File: config.mk
export PLATFORM = sky130hd
export DESIGN_NAME = boot_seq_top
export DESIGN_NICKNAME = d
export VERILOG_FILES = /design/src/rtl/boot_seq_pkg.sv /design/src/rtl/boot_sync.sv /design/src/rtl/boot_vec_fetch.sv /design/src/rtl/boot_fsm.sv /design/src/rtl/boot_seq_top.sv
export SDC_FILE = /design/constraint.sdc
export NUM_CORES = 1
export LEC_CHECK = 0
export BUFFER_PORTS_ARGS = -buffer_cell sky130_fd_sc_hd__clkbuf_2
export CAP_MARGIN = 20
export CORE_MARGIN = 5
export CORE_UTILIZATION = 50
export CTS_CLUSTER_DIAMETER = 120
export DETAILED_ROUTE_END_ITERATION = 10
export GPL_TIMING_DRIVEN = 0
export PLACE_DENSITY = 0.92
export SETUP_SLACK_MARGIN = 0.15
export SKIP_LAST_GASP = 1
export SLEW_MARGIN = 20
export SYNTH_ARGS = -nofsm -noshare
export SYNTH_HDL_FRONTEND = slang
export SYNTH_SLANG_ARGS = --single-unit
File: constraint.sdc
create_clock -name clk -period 4.6 [get_ports clk]
set_input_delay 0.69 -clock clk [delete_from_list [all_inputs] [get_ports clk]]
set_output_delay 0.69 -clock clk [all_outputs]
set_load 0.05 [all_outputs]
File: src/rtl/boot_seq_pkg.sv
`timescale 1ns/1ps
package boot_seq_pkg;

  // Sequencer phases; the order of the first three follows the reset flow.
  typedef enum logic [2:0] {
    BS_PWRUP,
    BS_CLKEN,
    BS_FLASH,
    BS_HOLD,
    BS_FETCH,
    BS_RUN,
    BS_PROG
  } boot_state_e;

  // Vector fetch engine phases.
  typedef enum logic [2:0] {
    VF_IDLE,
    VF_REQ_SP,
    VF_WAIT_SP,
    VF_REQ_PC,
    VF_WAIT_PC,
    VF_DONE
  } fetch_state_e;

  function automatic logic is_live(boot_state_e s);
    return (s == BS_FETCH) || (s == BS_RUN) || (s == BS_PROG);
  endfunction

endpackage

File: src/rtl/boot_sync.sv
`timescale 1ns/1ps
module boot_sync #(
  parameter int          W       = 1,
  parameter int          STAGES  = 2,
  parameter logic [W-1:0] RST_VAL = '0
) (
  input  logic         clk,
  input  logic         rst,
  input  logic [W-1:0] d,
  output logic [W-1:0] q
);

  logic [STAGES-1:0][W-1:0] stg;

  always_ff @(posedge clk) begin
    if (rst) begin
      stg <= {STAGES{RST_VAL}};
    end else begin
      stg[0] <= d;
      for (int i = 1; i < STAGES; i++) begin
        stg[i] <= stg[i-1];
      end
    end
  end

  assign q = stg[STAGES-1];

endmodule

File: src/rtl/boot_vec_fetch.sv
`timescale 1ns/1ps
module boot_vec_fetch
  import boot_seq_pkg::*;
#(
  parameter int                ADDR_W   = 32,
  parameter int                DATA_W   = 32,
  parameter logic [ADDR_W-1:0] VEC_BASE = '0
) (
  input  logic              clk,
  input  logic              rst,
  input  logic              go,
  output logic              req_valid,
  output logic [ADDR_W-1:0] req_addr,
  input  logic              req_ready,
  input  logic              rsp_valid,
  input  logic [DATA_W-1:0] rsp_data,
  output logic              done,
  output logic [DATA_W-1:0] sp,
  output logic [DATA_W-1:0] pc
);

  localparam logic [ADDR_W-1:0] SP_ADDR = VEC_BASE;
  localparam logic [ADDR_W-1:0] PC_ADDR = VEC_BASE + ADDR_W'(4);

  fetch_state_e st;

  always_ff @(posedge clk) begin
    if (rst) begin
      st <= VF_IDLE;
      sp <= '0;
      pc <= '0;
    end else if (!go) begin
      st <= VF_IDLE;
    end else begin
      unique case (st)
        VF_IDLE: begin
          st <= VF_REQ_SP;
          sp <= '0;
          pc <= '0;
        end
        VF_REQ_SP:  if (req_ready) st <= VF_WAIT_SP;
        VF_WAIT_SP: if (rsp_valid) begin
          sp <= rsp_data;
          st <= VF_REQ_PC;
        end
        VF_REQ_PC:  if (req_ready) st <= VF_WAIT_PC;
        VF_WAIT_PC: if (rsp_valid) begin
          pc <= rsp_data;
          st <= VF_DONE;
        end
        VF_DONE:    st <= VF_DONE;
        default:    st <= VF_IDLE;
      endcase
    end
  end

  assign req_valid = go && ((st == VF_REQ_SP) || (st == VF_REQ_PC));
  assign req_addr  = (st == VF_REQ_PC) ? PC_ADDR : SP_ADDR;
  assign done      = (st == VF_DONE);

endmodule

File: src/rtl/boot_fsm.sv
`timescale 1ns/1ps
module boot_fsm
  import boot_seq_pkg::*;
#(
  parameter int PWRUP_CYC = 8,
  parameter int CLKEN_CYC = 4,
  parameter int DATA_W    = 32
) (
  input  logic              clk,
  input  logic              rst,
  input  logic              pin_s,
  input  logic              cs_s,
  input  logic              opt_prog_dis,
  input  logic              opt_lpboot,
  input  logic              flash_init_done,
  input  logic              nv_restore_done,
  input  logic              fetch_done,
  output logic              fetch_go,
  output logic              sys_rst,
  output logic              flash_init_req,
  output logic              slow_clk_sel,
  output logic              prog_mode,
  output logic              prog_active,
  output logic              core_run,
  output logic              nv_ready,
  output logic [DATA_W-1:0] core_lr
);

  localparam int MAX_CYC = (PWRUP_CYC > CLKEN_CYC) ? PWRUP_CYC : CLKEN_CYC;
  localparam int CNT_W   = $clog2(MAX_CYC + 1);
  localparam logic [CNT_W-1:0] PWRUP_LAST = CNT_W'(PWRUP_CYC - 1);
  localparam logic [CNT_W-1:0] CLKEN_LAST = CNT_W'(CLKEN_CYC - 1);

  boot_state_e      st, nxt;
  logic [CNT_W-1:0] cnt;
  logic             boot_prog;
  logic             release_now;
  logic             reenter_now;

  assign boot_prog = !opt_prog_dis && !cs_s;

  always_comb begin
    nxt = st;
    unique case (st)
      BS_PWRUP: if (cnt == PWRUP_LAST) nxt = BS_CLKEN;
      BS_CLKEN: if (cnt == CLKEN_LAST) nxt = BS_FLASH;
      BS_FLASH: if (flash_init_done) begin
        if (pin_s) nxt = boot_prog ? BS_PROG : BS_FETCH;
        else       nxt = BS_HOLD;
      end
      BS_HOLD:  if (pin_s) nxt = boot_prog ? BS_PROG : BS_FETCH;
      BS_FETCH: begin
        if (!pin_s)          nxt = BS_CLKEN;
        else if (fetch_done) nxt = BS_RUN;
      end
      BS_RUN:   if (!pin_s) nxt = BS_CLKEN;
      BS_PROG:  if (!pin_s) nxt = BS_CLKEN;
      default:  nxt = BS_PWRUP;
    endcase
  end

  assign release_now = !is_live(st) && is_live(nxt);
  assign reenter_now = is_live(st) && !is_live(nxt);

  always_ff @(posedge clk) begin
    if (rst) begin
      st             <= BS_PWRUP;
      cnt            <= '0;
      sys_rst        <= 1'b1;
      flash_init_req <= 1'b0;
      slow_clk_sel   <= 1'b0;
      prog_mode      <= 1'b0;
      prog_active    <= 1'b0;
      core_run       <= 1'b0;
      nv_ready       <= 1'b0;
      core_lr        <= '0;
    end else begin
      st <= nxt;
      if (nxt != st) begin
        cnt <= '0;
      end else if (st == BS_PWRUP || st == BS_CLKEN) begin
        cnt <= cnt + CNT_W'(1);
      end
      sys_rst        <= !is_live(nxt);
      flash_init_req <= (nxt == BS_FLASH);
      prog_active    <= (nxt == BS_PROG);
      core_run       <= (nxt == BS_RUN);
      if (!is_live(nxt)) begin
        nv_ready <= 1'b0;
      end else if (nv_restore_done) begin
        nv_ready <= 1'b1;
      end
      if (release_now) begin
        prog_mode    <= boot_prog;
        slow_clk_sel <= opt_lpboot;
        core_lr      <= '1;
      end else if (reenter_now) begin
        slow_clk_sel <= 1'b0;
        core_lr      <= '0;
      end
    end
  end

  assign fetch_go = (st == BS_FETCH);

endmodule

File: src/rtl/boot_seq_top.sv
`timescale 1ns/1ps
module boot_seq_top #(
  parameter int                ADDR_W      = 32,
  parameter int                DATA_W      = 32,
  parameter logic [ADDR_W-1:0] VEC_BASE    = '0,
  parameter int                PWRUP_CYC   = 8,
  parameter int                CLKEN_CYC   = 4,
  parameter int                SYNC_STAGES = 2
) (
  input  logic              clk,
  input  logic              rst,
  input  logic              ext_rst_n,
  input  logic              prog_cs_n,
  input  logic              opt_prog_dis,
  input  logic              opt_lpboot,
  input  logic              flash_init_done,
  input  logic              nv_restore_done,
  output logic              flash_init_req,
  output logic              vec_req_valid,
  output logic [ADDR_W-1:0] vec_req_addr,
  input  logic              vec_req_ready,
  input  logic              vec_rsp_valid,
  input  logic [DATA_W-1:0] vec_rsp_data,
  output logic              sys_rst,
  output logic              slow_clk_sel,
  output logic              prog_mode,
  output logic              prog_active,
  output logic              core_run,
  output logic [DATA_W-1:0] core_sp,
  output logic [DATA_W-1:0] core_pc,
  output logic [DATA_W-1:0] core_lr,
  output logic              nv_ready
);

  logic pin_s;
  logic cs_s;
  logic fetch_go;
  logic fetch_done;

  // Bit 1 = strap (idles high), bit 0 = pin (treated as asserted until seen).
  boot_sync #(
    .W       (2),
    .STAGES  (SYNC_STAGES),
    .RST_VAL (2'b10)
  ) u_sync (
    .clk (clk),
    .rst (rst),
    .d   ({prog_cs_n, ext_rst_n}),
    .q   ({cs_s, pin_s})
  );

  boot_fsm #(
    .PWRUP_CYC (PWRUP_CYC),
    .CLKEN_CYC (CLKEN_CYC),
    .DATA_W    (DATA_W)
  ) u_fsm (
    .clk             (clk),
    .rst             (rst),
    .pin_s           (pin_s),
    .cs_s            (cs_s),
    .opt_prog_dis    (opt_prog_dis),
    .opt_lpboot      (opt_lpboot),
    .flash_init_done (flash_init_done),
    .nv_restore_done (nv_restore_done),
    .fetch_done      (fetch_done),
    .fetch_go        (fetch_go),
    .sys_rst         (sys_rst),
    .flash_init_req  (flash_init_req),
    .slow_clk_sel    (slow_clk_sel),
    .prog_mode       (prog_mode),
    .prog_active     (prog_active),
    .core_run        (core_run),
    .nv_ready        (nv_ready),
    .core_lr         (core_lr)
  );

  boot_vec_fetch #(
    .ADDR_W   (ADDR_W),
    .DATA_W   (DATA_W),
    .VEC_BASE (VEC_BASE)
  ) u_fetch (
    .clk       (clk),
    .rst       (rst),
    .go        (fetch_go),
    .req_valid (vec_req_valid),
    .req_addr  (vec_req_addr),
    .req_ready (vec_req_ready),
    .rsp_valid (vec_rsp_valid),
    .rsp_data  (vec_rsp_data),
    .done      (fetch_done),
    .sp        (core_sp),
    .pc        (core_pc)
  );

endmodule

==> metrics <==
fin crit share 0.550; RR Endpoint u_fetch.sp[6]; Clock transition at path regs ~0.09 ns; arrival time worst endpoint roughly 1.8 ns; Worst Max-Slew Pin Slew 0.965 ns; Netlist cell types 41; via count 3,685; largest net degree at the start of global routing 34; drt initial violations 190; Num CTS Buffers 9; Hold Path Class flop to flop; number of global-route vias before repair 3,390; post-route setup TNS 0 ns; First-pass DRT Iterations 4; depth of the most critical reg-to-reg path 5; Total GRT Usage 0.206; Starting Density 0.504; Min-Delay Endpoint u_sync.q[1]; Final setup viols 0; worst skew pair latency 0.36 ns; row count 32; share of layout cells above drive strength 1 0.373; R2R Path Start u_fetch.st[1]; # Max-Cap Violations 0; Final Cell Area about 5000 µm²; flop-to-flop setup slack around 2.5 ns; CP Class flop to primary output; Yosys Warn Count 0; Vias/cell between 4 and 5; cells after synthesis ~460; Critical Path Start Type flop; die footprint 9520 µm²; max frequency slightly below 0.4 GHz; worst hold slack 0.418 ns; Tmin final between 2 and 3 ns; first-pass GRT wire length between 15 and 20 mm; Max Slew Vio Count 0; TritonCTS clock tree yes; Die Width about 98 µm; cts hold-fix bufs 0; Post-CTS Setup Repair Bufs 0; Critical Path End Type primary output; PD cells about 280 nW/µm²; floorplan die height 97.6 µm; outcome finished, final reports clean; Final Util 0.655; crit path max fanout 7; hold path start u_sync.stg[1]; Antenna diodes 0; DRC Markers 0; unrepaired setup endpoints after global routing no; Antenna Nets Post-Route 0; antenna violations before repair 0; clock sinks 86; Mapped Avg Cell Area about 8.3 µm²; Max IR drop VDD around 0.00019 V; I/O Pins 178; PortBufs between 100 and 150; global route total overflow 0; post_cts resized 0; leakage power 0.00230 µW; Seq/Total Area, Yosys 0.449; total placed instance area approximately 4800 µm²; drt total wl about 10 mm; Final #Nets between 600 and 700; Fillers about 650; H-tree depth 3; Placer Congestion around 0.85; Worst slew margin 0.356; Avg WL per Cell about 14 µm; clock skew between 0.009 and 0.01 ns; P&R area growth vs syn 30.0%; Post-Syn Area 3830 µm²; FF+latch count, synth 86; Worst Hold Path Cells 1; core box area about 7600 µm²; Final Hold Viols 0; clock root cell clkbuf_8; Req. time, crit path a little under 4 ns; Final HPWL DP about 7.9 mm; CTS Buffer Depth 2
layout make-up:
cell class	count	area (µm²)	share of cell area
Buffer	98	657	0.132
Clock buffer	9	124	0.0249
Clock inverter	6	53.8	0.0108
Inverter	2	7.51	0.00151
Multi-Input combinational cell	308	1560	0.313
Sequential cell	86	1720	0.346
Tap cell	102	128	0.0256
Timing Repair Buffer	146	731	0.147
critical path, stage by stage, from the launching register on:
cell      delay [ns]
dfxtp_1         0.38
or3b_1          0.36
buf_2           0.18
nor3b_1         0.23
clkbuf_2        0.32
layer usage:
layer,share of wire,wire length [µm],vias up,global-route usage
met4,0.016,163,0,0.0639
met2,0.47,4940,169,0.351
met5,0,0,-,0
met1,0.40,4170,1666,0.231
li1,-,-,1834,-
met3,0.11,1140,16,0.0933
cells in the final DEF (no fill, tap or decap), types with 4 or more instances in the layout:
cell type  synthesis  layout
clkbuf_1          21      21
dfxtp_1           86      86
buf_6              6       6
conb_1             1      31
nor2_1            15      15
nor2b_1            8       8
clkbuf_8           0       9
xor2_1             4       4
buf_4             62      62
nand3_1           65      65
nand2b_1           4       4
buf_2              9       9
a21oi_1           71      71
nand2_1           71      71
clkbuf_2           0     146
power by group:
part | internal (µW) | switching, µW | total (µW)
logic | 39.6 | 87.9 | 127
clock network | 204 | 298 | 502
registers | 748 | 4.31 | 753
cell families (layout without fill, tap and decap cells):
| logic type | Yosys count | count (layout) | share of synthesized area |
|---|---|---|---|
| compound gates | 83 | 83 | 0.115 |
| buf+inv | 100 | 261 | 0.173 |
| other cells | 1 | 31 | 0.000978 |
| mux | 3 | 3 | 0.00816 |
| xor+xnor | 5 | 5 | 0.0114 |
| flops | 86 | 86 | 0.449 |
| fa+ha+maj | 2 | 2 | 0.00653 |
| simple gates | 184 | 184 | 0.236 |
sequential cells by signal, indices dropped and copies added (netlist names), 2 cells and up:
| register | flops |
|---|---|
| u_fetch.pc | 32 |
| u_fetch.sp | 32 |
| u_fsm.st | 3 |
| u_sync.stg | 2 |
| u_sync.q | 2 |
| u_fsm.cnt | 4 |
| u_fetch.st | 3 |
Yosys cell counts:
cell type | count | share of area
and4b_1 | 1 | 0.0026
or3b_1 | 1 | 0.0023
nand2b_1 | 4 | 0.0065
buf_2 | 9 | 0.012
o21a_1 | 1 | 0.0020
inv_1 | 2 | 0.0020
o211ai_1 | 1 | 0.0020
o21ai_0 | 3 | 0.0039
a22oi_1 | 1 | 0.0020
a311o_1 | 1 | 0.0026
nor3_1 | 3 | 0.0039
clkbuf_1 | 21 | 0.021
o21ai_1 | 1 | 0.0013
ha_1 | 2 | 0.0065
conb_1 | 1 | 0.00098
a221oi_1 | 1 | 0.0023
mux2i_1 | 2 | 0.0052
mux2_2 | 1 | 0.0029
a211o_1 | 1 | 0.0023
a21oi_1 | 71 | 0.093
nor2_1 | 15 | 0.015
or4_1 | 2 | 0.0039
o31a_1 | 1 | 0.0023
nand3b_1 | 1 | 0.0020
or2_2 | 3 | 0.0049
a31oi_1 | 1 | 0.0016
buf_4 | 62 | 0.12
buf_6 | 6 | 0.018
nand3_1 | 65 | 0.085
or2_1 | 1 | 0.0016
dfxtp_1 | 86 | 0.45
nor4_4 | 2 | 0.011
nor2b_1 | 8 | 0.013
nand2_1 | 71 | 0.070
xor2_1 | 4 | 0.0091
nor3b_1 | 2 | 0.0039
and3b_1 | 1 | 0.0023
xnor2_1 | 1 | 0.0023
and2_1 | 1 | 0.0016
nor4bb_1 | 2 | 0.0052
nand4_1 | 1 | 0.0016
worst max-delay path by stage:
| stage | start | slack (ns) | endpoint | cells past startpoint |
|---|---|---|---|---|
| 2_1_floorplan | u_fsm.st[2] | 1.93 | vec_req_valid | 3 |
| 5_1_grt | u_fsm.core_lr[30] | 1.93 | core_lr[12] | 2 |
| 4_1_cts | u_fsm.core_lr[30] | 2.03 | core_lr[16] | 2 |
| 6_report | u_fsm.st[2] | 2.07 | vec_req_valid | 4 |
| 3_3_place_gp | u_fsm.st[2] | 2.47 | vec_req_valid | 4 |
| 3_5_place_dp | u_fsm.core_lr[30] | 2.43 | core_lr[16] | 2 |
per-stage QoR:
stage	power (µW)	instances	worst slack [ns]
finish	1380	757	2.07
global route	1430	757	1.93
CTS	1380	757	2.03
detailed placement	895	742	2.43
global placement	892	742	2.47
floorplan	864	494	1.93
No activity file was read; power rests on OpenSTA's default activity.
